### src/rtl/mvx_pkg.sv
package mvx_pkg;

   typedef enum logic [2:0] {
      OP_ADD   = 3'd0,
      OP_SUB   = 3'd1,
      OP_MUL   = 3'd2,
      OP_AVG   = 3'd3,
      OP_TSTZ  = 3'd4,
      OP_TSTGE = 3'd5,
      OP_MFLIP = 3'd6,
      OP_MOV   = 3'd7
   } mvx_op_e;

   function automatic logic op_writes_mask(input mvx_op_e op);
      return (op == OP_TSTZ) || (op == OP_TSTGE) || (op == OP_MFLIP);
   endfunction

endpackage

### src/rtl/mvx_elem_alu.sv
module mvx_elem_alu
   import mvx_pkg::*;
#(
   parameter int ELEM_W = 16
) (
   input  mvx_op_e           op_i,
   input  logic [ELEM_W-1:0] a_i,
   input  logic [ELEM_W-1:0] b_i,
   output logic [ELEM_W-1:0] res_o
);

   localparam int PROD_W = 2 * ELEM_W;

   logic [ELEM_W:0]   wide_sum;
   logic [PROD_W-1:0] product;

   assign wide_sum = {1'b0, a_i} + {1'b0, b_i};
   assign product  = PROD_W'(a_i) * PROD_W'(b_i);

   always_comb begin
      res_o = '0;
      unique case (op_i)
         OP_ADD:  res_o = wide_sum[ELEM_W-1:0];
         OP_SUB:  res_o = a_i - b_i;
         OP_MUL:  res_o = product[ELEM_W-1:0];
         OP_AVG:  res_o = wide_sum[ELEM_W:1];
         OP_MOV:  res_o = a_i;
         default: res_o = '0;
      endcase
   end

endmodule

### src/rtl/mvx_len_mask.sv
module mvx_len_mask #(
   parameter int NUM_ELEM = 8,
   parameter int LEN_W    = 4
) (
   input  logic [LEN_W-1:0]    len_i,
   output logic [NUM_ELEM-1:0] keep_o
);

   for (genvar gi = 0; gi < NUM_ELEM; gi++) begin : g_slot
      assign keep_o[gi] = (LEN_W'(gi) < len_i);
   end

endmodule

### src/rtl/mvx_mask_gen.sv
module mvx_mask_gen
   import mvx_pkg::*;
#(
   parameter int NUM_ELEM = 8,
   parameter int ELEM_W   = 16
) (
   input  mvx_op_e                          op_i,
   input  logic [NUM_ELEM-1:0][ELEM_W-1:0]  a_i,
   input  logic [NUM_ELEM-1:0][ELEM_W-1:0]  b_i,
   input  logic [NUM_ELEM-1:0]              cur_mask_i,
   input  logic [NUM_ELEM-1:0]              keep_i,
   output logic [NUM_ELEM-1:0]              next_mask_o
);

   for (genvar gi = 0; gi < NUM_ELEM; gi++) begin : g_slot
      logic is_zero;
      logic is_ge;
      logic pick;

      assign is_zero = (a_i[gi] == '0);
      assign is_ge   = ($signed(a_i[gi]) >= $signed(b_i[gi]));

      always_comb begin
         pick = 1'b0;
         unique case (op_i)
            OP_TSTZ:  pick = is_zero;
            OP_TSTGE: pick = is_ge;
            OP_MFLIP: pick = ~cur_mask_i[gi];
            default:  pick = cur_mask_i[gi];
         endcase
      end

      assign next_mask_o[gi] = keep_i[gi] & pick;
   end

endmodule

### src/rtl/mvx_first_set.sv
module mvx_first_set #(
   parameter int NUM_ELEM = 8,
   parameter int IDX_W    = 3
) (
   input  logic [NUM_ELEM-1:0] vec_i,
   output logic [IDX_W-1:0]    idx_o,
   output logic                any_o,
   output logic                many_o
);

   always_comb begin
      idx_o = '0;
      any_o = 1'b0;
      for (int i = NUM_ELEM - 1; i >= 0; i--) begin
         if (vec_i[i]) begin
            idx_o = IDX_W'(i);
            any_o = 1'b1;
         end
      end
   end

   assign many_o = |(vec_i & (vec_i - NUM_ELEM'(1)));

endmodule

### src/rtl/masked_vec_exec.sv
module masked_vec_exec
   import mvx_pkg::*;
#(
   parameter int NUM_ELEM = 8,
   parameter int ELEM_W   = 16,
   parameter int LEN_W    = $clog2(NUM_ELEM + 1),
   parameter int IDX_W    = $clog2(NUM_ELEM)
) (
   input  logic                         clk,
   input  logic                         rst_n,
   input  logic                         start_i,
   input  logic [2:0]                   op_i,
   input  logic                         dense_i,
   input  logic [LEN_W-1:0]             vlen_i,
   input  logic [NUM_ELEM*ELEM_W-1:0]   src_a_i,
   input  logic [NUM_ELEM*ELEM_W-1:0]   src_b_i,
   output logic                         busy_o,
   output logic                         done_o,
   output logic                         res_valid_o,
   output logic                         res_we_o,
   output logic [IDX_W-1:0]             res_idx_o,
   output logic [ELEM_W-1:0]            res_data_o,
   output logic [NUM_ELEM-1:0]          mask_o
);

   if (NUM_ELEM < 2) begin : g_bad_count
      $error("masked_vec_exec: NUM_ELEM must be at least 2");
   end
   if (ELEM_W < 2) begin : g_bad_width
      $error("masked_vec_exec: ELEM_W must be at least 2");
   end
   if (LEN_W < $clog2(NUM_ELEM + 1)) begin : g_bad_len
      $error("masked_vec_exec: LEN_W too narrow for NUM_ELEM");
   end
   if ((1 << IDX_W) < NUM_ELEM) begin : g_bad_idx
      $error("masked_vec_exec: IDX_W too narrow for NUM_ELEM");
   end

   localparam logic [LEN_W-1:0] FULL_LEN = LEN_W'(NUM_ELEM);

   // captured operation
   logic                             busy_q;
   mvx_op_e                          op_q;
   logic                             dense_q;
   logic [LEN_W-1:0]                 vlen_q;
   logic [NUM_ELEM-1:0][ELEM_W-1:0]  a_q;
   logic [NUM_ELEM-1:0][ELEM_W-1:0]  b_q;
   logic [NUM_ELEM-1:0]              mask_q;
   logic [NUM_ELEM-1:0]              pend_q;
   logic [IDX_W-1:0]                 cnt_q;

   logic [LEN_W-1:0]    vlen_clamp;
   logic [NUM_ELEM-1:0] keep_start;
   logic [NUM_ELEM-1:0] keep_run;
   logic [NUM_ELEM-1:0] mask_next;
   logic [IDX_W-1:0]    scan_idx;
   logic                scan_any;
   logic                scan_many;
   logic                is_test;
   logic                last_cycle;
   logic                elem_here;
   logic [IDX_W-1:0]    cur_idx;
   logic [ELEM_W-1:0]   alu_res;
   logic                take;

   assign vlen_clamp = (vlen_i > FULL_LEN) ? FULL_LEN : vlen_i;
   assign take       = start_i & ~busy_q;
   assign is_test    = op_writes_mask(op_q);

   mvx_len_mask #(.NUM_ELEM(NUM_ELEM), .LEN_W(LEN_W)) u_keep_start (
      .len_i  (vlen_clamp),
      .keep_o (keep_start)
   );

   mvx_len_mask #(.NUM_ELEM(NUM_ELEM), .LEN_W(LEN_W)) u_keep_run (
      .len_i  (vlen_q),
      .keep_o (keep_run)
   );

   mvx_mask_gen #(.NUM_ELEM(NUM_ELEM), .ELEM_W(ELEM_W)) u_mask_gen (
      .op_i        (op_q),
      .a_i         (a_q),
      .b_i         (b_q),
      .cur_mask_i  (mask_q),
      .keep_i      (keep_run),
      .next_mask_o (mask_next)
   );

   mvx_first_set #(.NUM_ELEM(NUM_ELEM), .IDX_W(IDX_W)) u_scan (
      .vec_i  (pend_q),
      .idx_o  (scan_idx),
      .any_o  (scan_any),
      .many_o (scan_many)
   );

   // slot selection and termination for the two walk modes
   always_comb begin
      if (dense_q) begin
         cur_idx    = scan_idx;
         elem_here  = scan_any;
         last_cycle = ~scan_many;
      end else begin
         cur_idx    = cnt_q;
         elem_here  = (vlen_q != '0);
         last_cycle = (vlen_q == '0) || ((LEN_W'(cnt_q) + LEN_W'(1)) == vlen_q);
      end
      if (is_test) begin
         elem_here  = 1'b0;
         last_cycle = 1'b1;
      end
   end

   mvx_elem_alu #(.ELEM_W(ELEM_W)) u_alu (
      .op_i  (op_q),
      .a_i   (a_q[cur_idx]),
      .b_i   (b_q[cur_idx]),
      .res_o (alu_res)
   );

   always_ff @(posedge clk or negedge rst_n) begin
      if (!rst_n) begin
         busy_q  <= 1'b0;
         op_q    <= OP_ADD;
         dense_q <= 1'b0;
         vlen_q  <= '0;
         a_q     <= '0;
         b_q     <= '0;
         mask_q  <= '0;
         pend_q  <= '0;
         cnt_q   <= '0;
      end else if (take) begin
         busy_q  <= 1'b1;
         op_q    <= mvx_op_e'(op_i);
         dense_q <= dense_i;
         vlen_q  <= vlen_clamp;
         a_q     <= src_a_i;
         b_q     <= src_b_i;
         pend_q  <= mask_q & keep_start;
         cnt_q   <= '0;
      end else if (busy_q) begin
         if (last_cycle) begin
            busy_q <= 1'b0;
            if (is_test) begin
               mask_q <= mask_next;
            end
         end else begin
            cnt_q  <= cnt_q + IDX_W'(1);
            pend_q <= pend_q & ~(NUM_ELEM'(1) << cur_idx);
         end
      end
   end

   assign busy_o      = busy_q;
   assign done_o      = busy_q & last_cycle;
   assign res_valid_o = busy_q & elem_here;
   assign res_we_o    = busy_q & elem_here & (dense_q | mask_q[cur_idx]);
   assign res_idx_o   = cur_idx;
   assign res_data_o  = alu_res;
   assign mask_o      = mask_q;

endmodule

### config.mk
export PLATFORM = sky130hd
export DESIGN_NAME = masked_vec_exec
export DESIGN_NICKNAME = d
export VERILOG_FILES = /design/src/rtl/mvx_pkg.sv /design/src/rtl/mvx_elem_alu.sv /design/src/rtl/mvx_len_mask.sv /design/src/rtl/mvx_mask_gen.sv /design/src/rtl/mvx_first_set.sv /design/src/rtl/masked_vec_exec.sv
export SDC_FILE = /design/constraint.sdc
export NUM_CORES = 1
export LEC_CHECK = 0
export BUFFER_PORTS_ARGS = -buffer_cell sky130_fd_sc_hd__buf_2
export CAP_MARGIN = 15
export CORE_MARGIN = 3
export CORE_UTILIZATION = 30
export CTS_BUF_LIST = sky130_fd_sc_hd__clkbuf_8
export DETAILED_ROUTE_END_ITERATION = 7
export PLACE_DENSITY_LB_ADDON = 0.2
export SLEW_MARGIN = 15
export SYNTH_ARGS = -nofsm -noshare
export SYNTH_HDL_FRONTEND = slang
export SYNTH_SLANG_ARGS = --single-unit
### constraint.sdc
create_clock -name clk -period 19.7 [get_ports clk]
set_input_delay 1.97 -clock clk [delete_from_list [all_inputs] [get_ports clk]]
set_output_delay 1.97 -clock clk [all_outputs]
set_load 0.02 [all_outputs]
# == After elaboration in Yosys (flattened, before gate mapping) ==
# Cells that the tools add are included.
# totals
regBits,284
latch_bits,0
mem_bits_rw,0
rom_bits,0
in_bits,267
out_inout_bits,31
n_memories,0
# classes
addsub,5
mul,1
div_mod_pow,0
order_cmp,26
n_eq_ne,9
n_shift,1
muxes,46
bitwise_logic,28
reduce_logical,18
# ops
cell,n
16-bit >= comparator,8
16-bit zero test,8
16-bit binary-select mux with 3-bit select,2
16-bit one-hot mux with 5 select lines,1
3-bit two-way mux,12
3-bit by 4-bit less-than comparator with 1-bit output (first input constant),8
16-bit two-way mux,2
8-bit AND,3
8-bit two-way mux,3
1-bit one-hot mux with 3 select lines,8
16-bit by 16-bit adder with 17-bit output,1
1-bit by 4-bit less-than comparator with 1-bit output (first input constant),4
2-bit by 4-bit less-than comparator with 1-bit output (first input constant),4
16-bit by 16-bit multiplier with 16-bit output,1
1-bit two-way mux,16
16-bit subtractor,1
1-bit AND,12
3-bit equality test (second input constant),4
1-bit NOT,11
8-bit NOT,1
8-bit OR reduction,1
1-bit by 3-bit left shift with 8-bit output (first input constant),1
8-bit by 1-bit subtractor with 8-bit output (second input constant),1
3-bit by 2-bit equality test with 1-bit output (second input constant),2
other kinds (17),19

# == Longest topological paths before layout ==
# depth
ltp_word,15
ltp_mapped,36
ltp_nobuf,32

# == Cells and area by module ==
# A second synthesis with hierarchy kept.
# hier_totals
hier_cells,2877
hier_area_um2,22848.2
# by_module_without_submodules
mod,instances,cells_each,area_per_inst_um2,seq_area_each_um2
masked_vec_exec,1,1513,12728.5,7106.8
mvx_elem_alu,1,750,5886.9,0.0
mvx_mask_gen,1,574,3958.8,0.0
mvx_first_set,1,22,138.9,0.0
mvx_len_mask,2,9,67.6,0.0

# == Worst setup path before layout ==
# No wires, ideal clock.
# synth_timing
kind,register to output
from,register pend_q[4]
to,output port res_data_o[15]
arrival_time_ns,7.971
required_time_ns,17.730
path_slack_ns,9.759
stages_incl_launch_ff,30
cell_sequence,dfrtp_1 > or4_4 > a41oi_2 > buf_2 > buf_2 > buf_2 > buf_2 > a32oi_1 > o21ai_0 > clkbuf_1 > inv_1 > nand2_1 > fa_1 > fa_1 > inv_1 > fa_1 > fa_1 > inv_1 > fa_1 > fa_1 > xor2_1 > xnor2_1 > xnor2_1 > xnor2_1 > xnor2_1 > xnor3_1 > xnor3_1 > xnor3_1 > nand2_1 > o211ai_1
# synth_via
elab_chain_cells,10
# synth_rtl
item,line,source
from (decl),masked_vec_exec.sv:49,logic [NUM_ELEM-1:0] pend_q;
from (signal assigned),masked_vec_exec.sv:138,pend_q <= mask_q & keep_start;
from (signal assigned),masked_vec_exec.sv:148,pend_q <= pend_q & ~(NUM_ELEM'(1) << cur_idx);
3-bit two-way mux * (5 in series),mvx_first_set.sv:15,if (vec_i[i]) begin
3-bit two-way mux *,masked_vec_exec.sv:98,if (dense_q) begin
"16-bit binary-select mux with 3-bit select, on equally long branches","masked_vec_exec.sv:115, masked_vec_exec.sv:116",
"16-bit two-way mux, on equally long branches","masked_vec_exec.sv:115, masked_vec_exec.sv:116",
"16-bit by 16-bit multiplier with 16-bit output, or another cell as far along",mvx_elem_alu.sv:18,assign product = PROD_W'(a_i) * PROD_W'(b_i);
16-bit one-hot mux with 5 select lines *,mvx_elem_alu.sv:22,unique case (op_i)
to (decl),masked_vec_exec.sv:22,"output logic [ELEM_W-1:0] res_data_o,"
# Mark *: on every way between the ends. The rest lies on a longest branch, timed or not. The select of a mux whose other input is x is not followed.

# == Final worst setup path ==
# Ends and elaborated chain as after synthesis.

==> reports/qor.csv <==
stage,metric,value,unit
detailed_routing,Via density,5.18,
sta,count of final hold-check violations,0,
global_route,largest net degree at the start of global routing,104,
layout,sequential cell area,7110,µm²
cts,clk_lat worst skew,0.68,ns
hold_path,hold depth,2,
sta,unrepaired setup endpoints after global routing,false,
cts,post-CTS setup buffers,0,
setup_path,RR Endpoint,b_q[114],
sta,crit share post-route,0.632,
floorplanning,Die X,280,µm
setup_path,crit path launch type,flop,
sta,worst slew pin tran,1.21,ns
cts,"Clk pin slew, worst setup/hold paths",0.06,ns
setup_path,crit path to,res_data_o[15],
floorplanning,Initial Utilization,0.305,
global_route,GRT overflow,0,
hold_path,HP Class,flop to flop,
logic_synthesis,"flops & latches, synth",284,
setup_path,CP max stage delay,0.79,ns
logic_synthesis,"Cell Area, Synth",22500,µm²
logic_synthesis,multiplexer area fraction after synthesis,0.0572,
sta,Rel. slew slack,0.191,
detailed_routing,initial drt markers,1943,
setup_path,Worst setup EP type,primary output,
global_route,first-pass GRT wire length,140000,µm
flow_run,max-cap violations,0,
setup_path,Crit path depth,29,
detailed_routing,number of remaining DRC errors,0,
cts,Post-CTS Resized,0,
logic_synthesis,cell type with the largest total area after synthesis,dfrtp_1,
setup_path,Top delay family on crit path,adder cells,
global_route,GRT Overall Usage,0.242,
floorplanning,Top Ports,298,
cts,CTS max path bufs,3,
detailed_routing,Pre-antenna DRT Iters,6,
setup_path,Reg-to-Reg Start,busy_o,
global_route,vias in the first global route,20600,
placed_design,I/O Buffers,297,
placed_design,Final GP Congestion,0.941,
global_route,antenna violations before repair,3,
logic_synthesis,area share of the largest cell type after synthesis,0.316,
sta,skew final,0.0253,ns
cts,CTS Buf Count,55,
layout,area of the multi-input gates,13700,µm²
logic_synthesis,Synth async-reset ratio,1.00,
placed_design,dpl hpwl,77300,µm
setup_path,worst endpoint required time,17.73,ns
sta,top achievable clock speed,0.0803,GHz
logic_synthesis,"EDFF count, synth",0,
sta,Tmin final,12.45,ns
logic_synthesis,Synth Area in Compound Gates,0.136,
sta,# setup viols final,0,
setup_path,most frequent CP cell,fa_1,
logic_synthesis,Synth Area per Inst,8.18,µm²
logic_synthesis,Synth cell types,76,
logic_synthesis,"top cells by area, synth","dfrtp_1, nand2_1, ha_1",
cts,CTS tree,yes,
cts,Root Driver,clkbuf_8,
floorplanning,Core ar.,73600,µm²
layout,layout cell share with drive strength beyond 1,0.150,
logic_synthesis,Synth Area in Adders,0.190,
logic_synthesis,Syn. warnings,0,
logic_synthesis,"count leader, synth",nand2_1,
detailed_routing,total vias in the final route,20800,
detailed_routing,Routed Antenna Nets,0,
logic_synthesis,prevailing post-synth register cell,dfrtp_1,
detailed_routing,wire per inst,24.0,µm
sta,Final Slew Violations,0,
detailed_routing,final WL,96500,µm
layout,Area Overhead vs Synth,16.6,%
setup_path,Reg2Reg Depth,6,
floorplanning,FP Rows,99,
cts,H-tree depth,2,
setup_path,Crit Path Category,flop to primary output,
cts,Clock Sink Count,284,
setup_path,Crit path buffers/inverters,7,
run_status,status,"complete, no violations",
setup_path,slowest CP cell,mux2i_1,
setup_path,critical path launch point,pend_q[4],
logic_synthesis,Simple-Gate Fraction of Synth Area,0.200,
logic_synthesis,synth cell count leaders,"nand2_1, inv_1, dfrtp_1, o21ai_0, ha_1",
cts,hold buffers post-CTS,0,
setup_path,CP max FO,59,
sta,setup TNS,0,ns
layout,fin nets,3566,
layout,fill cell count,7956,
logic_synthesis,largest family of logic cells by synthesized area,simple AND/OR/NAND/NOR gates,
setup_path,Crit path arrival time,10.48,ns
floorplanning,overall die height,280,µm
logic_synthesis,sequential area share after synthesis,0.316,
floorplanning,DIE AREA,78200,µm²
logic_synthesis,syn nets,3304,
logic_synthesis,Syn Inst Count,2746,
setup_path,Register-to-Register Setup Slack,15.99,ns
logic_synthesis,Post-Synth XOR/XNOR Area,0.0269,
[layout make-up]
class / count / share of cell area
diodes: 2 / 0.000191
clock buffers: 68 / 0.0358
clock inverters: 34 / 0.0117
inverters: 304 / 0.0437
multi-input cells: 2031 / 0.524
flip-flops and latches: 284 / 0.272
well taps: 959 / 0.0458
repair buffers: 332 / 0.0672
[worst reg2reg max path, cell delays in order, from the launching register on]
cell and delay, ns:
dfrtp_1 0.55, nor2b_4 0.21, buf_4 0.68, buf_4 0.85, buf_4 0.81, nand2_1 0.37
o21ai_0 0.15
[layer usage]
metal  part of all wire  track usage  up-vias
met1               0.43        0.326    10100
li1                   -            -     9688
met2               0.46        0.393      842
met4              0.033       0.0746        2
met5            0.00017            0        -
met3              0.076       0.0476      173
[stage by stage]
| step | util | instances | setup slack (ns) | area, µm² | hold slack [ns] |
|---|---|---|---|---|---|
| floorplan | - | 2746 | 9.76 | 22500 | 0.471 |
| global placement | 0.339 | 3910 | 8.40 | 24900 | 0.550 |
| detailed placement | 0.339 | 3910 | 8.12 | 24900 | 0.566 |
| CTS | 0.356 | 4012 | 7.37 | 26200 | 0.576 |
| global route | 0.356 | 4013 | 6.90 | 26200 | 0.616 |
| finish | 0.356 | 4014 | 7.25 | 26200 | 0.573 |
[placed cells by master (no fill, tap or decap), types with 6 or more instances in the layout]
cell,instances
a32oi_1,9
nor4_1,34
o41ai_1,6
nand4_1,27
o211ai_1,16
o311ai_0,6
a21o_1,20
buf_2,296
and2_1,8
nor3_1,23
and3_1,9
a211oi_1,11
inv_1,309
dfrtp_1,284
clkinv_2,14
o22ai_1,11
o21ai_0,221
xnor2_1,46
nand2_1,700
nor2_1,155
o21a_1,31
a31oi_1,9
a21oi_1,79
clkbuf_8,68
mux4_2,11
nand3_1,52
buf_4,35
o31ai_1,11
ha_1,209
nand2b_1,21
xor2_1,10
mux2i_1,97
fa_1,82
nor2b_1,23
[worst min path at each step]
stage             from       to
2_1_floorplan   b_q[0]   b_q[0]
3_3_place_gp   b_q[17]  b_q[17]
3_5_place_dp   b_q[17]  b_q[17]
4_1_cts        b_q[17]  b_q[17]
5_1_grt        b_q[61]  b_q[61]
6_report       b_q[17]  b_q[17]
[state kept, by name, indices dropped and copies added (netlist names), 3 cells and up]
signal and count:
cnt_q 3, mask_o 8, vlen_q 4, op_q 3, a_q 128, pend_q 8
b_q 128
[kinds of logic after synthesis]
logic type	Yosys count
AOI/OAI and AO/OA	494
xor gates and xnor gates	61
adders and majority gates	292
buffers and inverters	431
DFF	284
muxes	114
and+or+nand+nor	1070
Power is not shown: default switching activity piles up to over one toggle a cycle in this logic, so the estimate is an artifact.
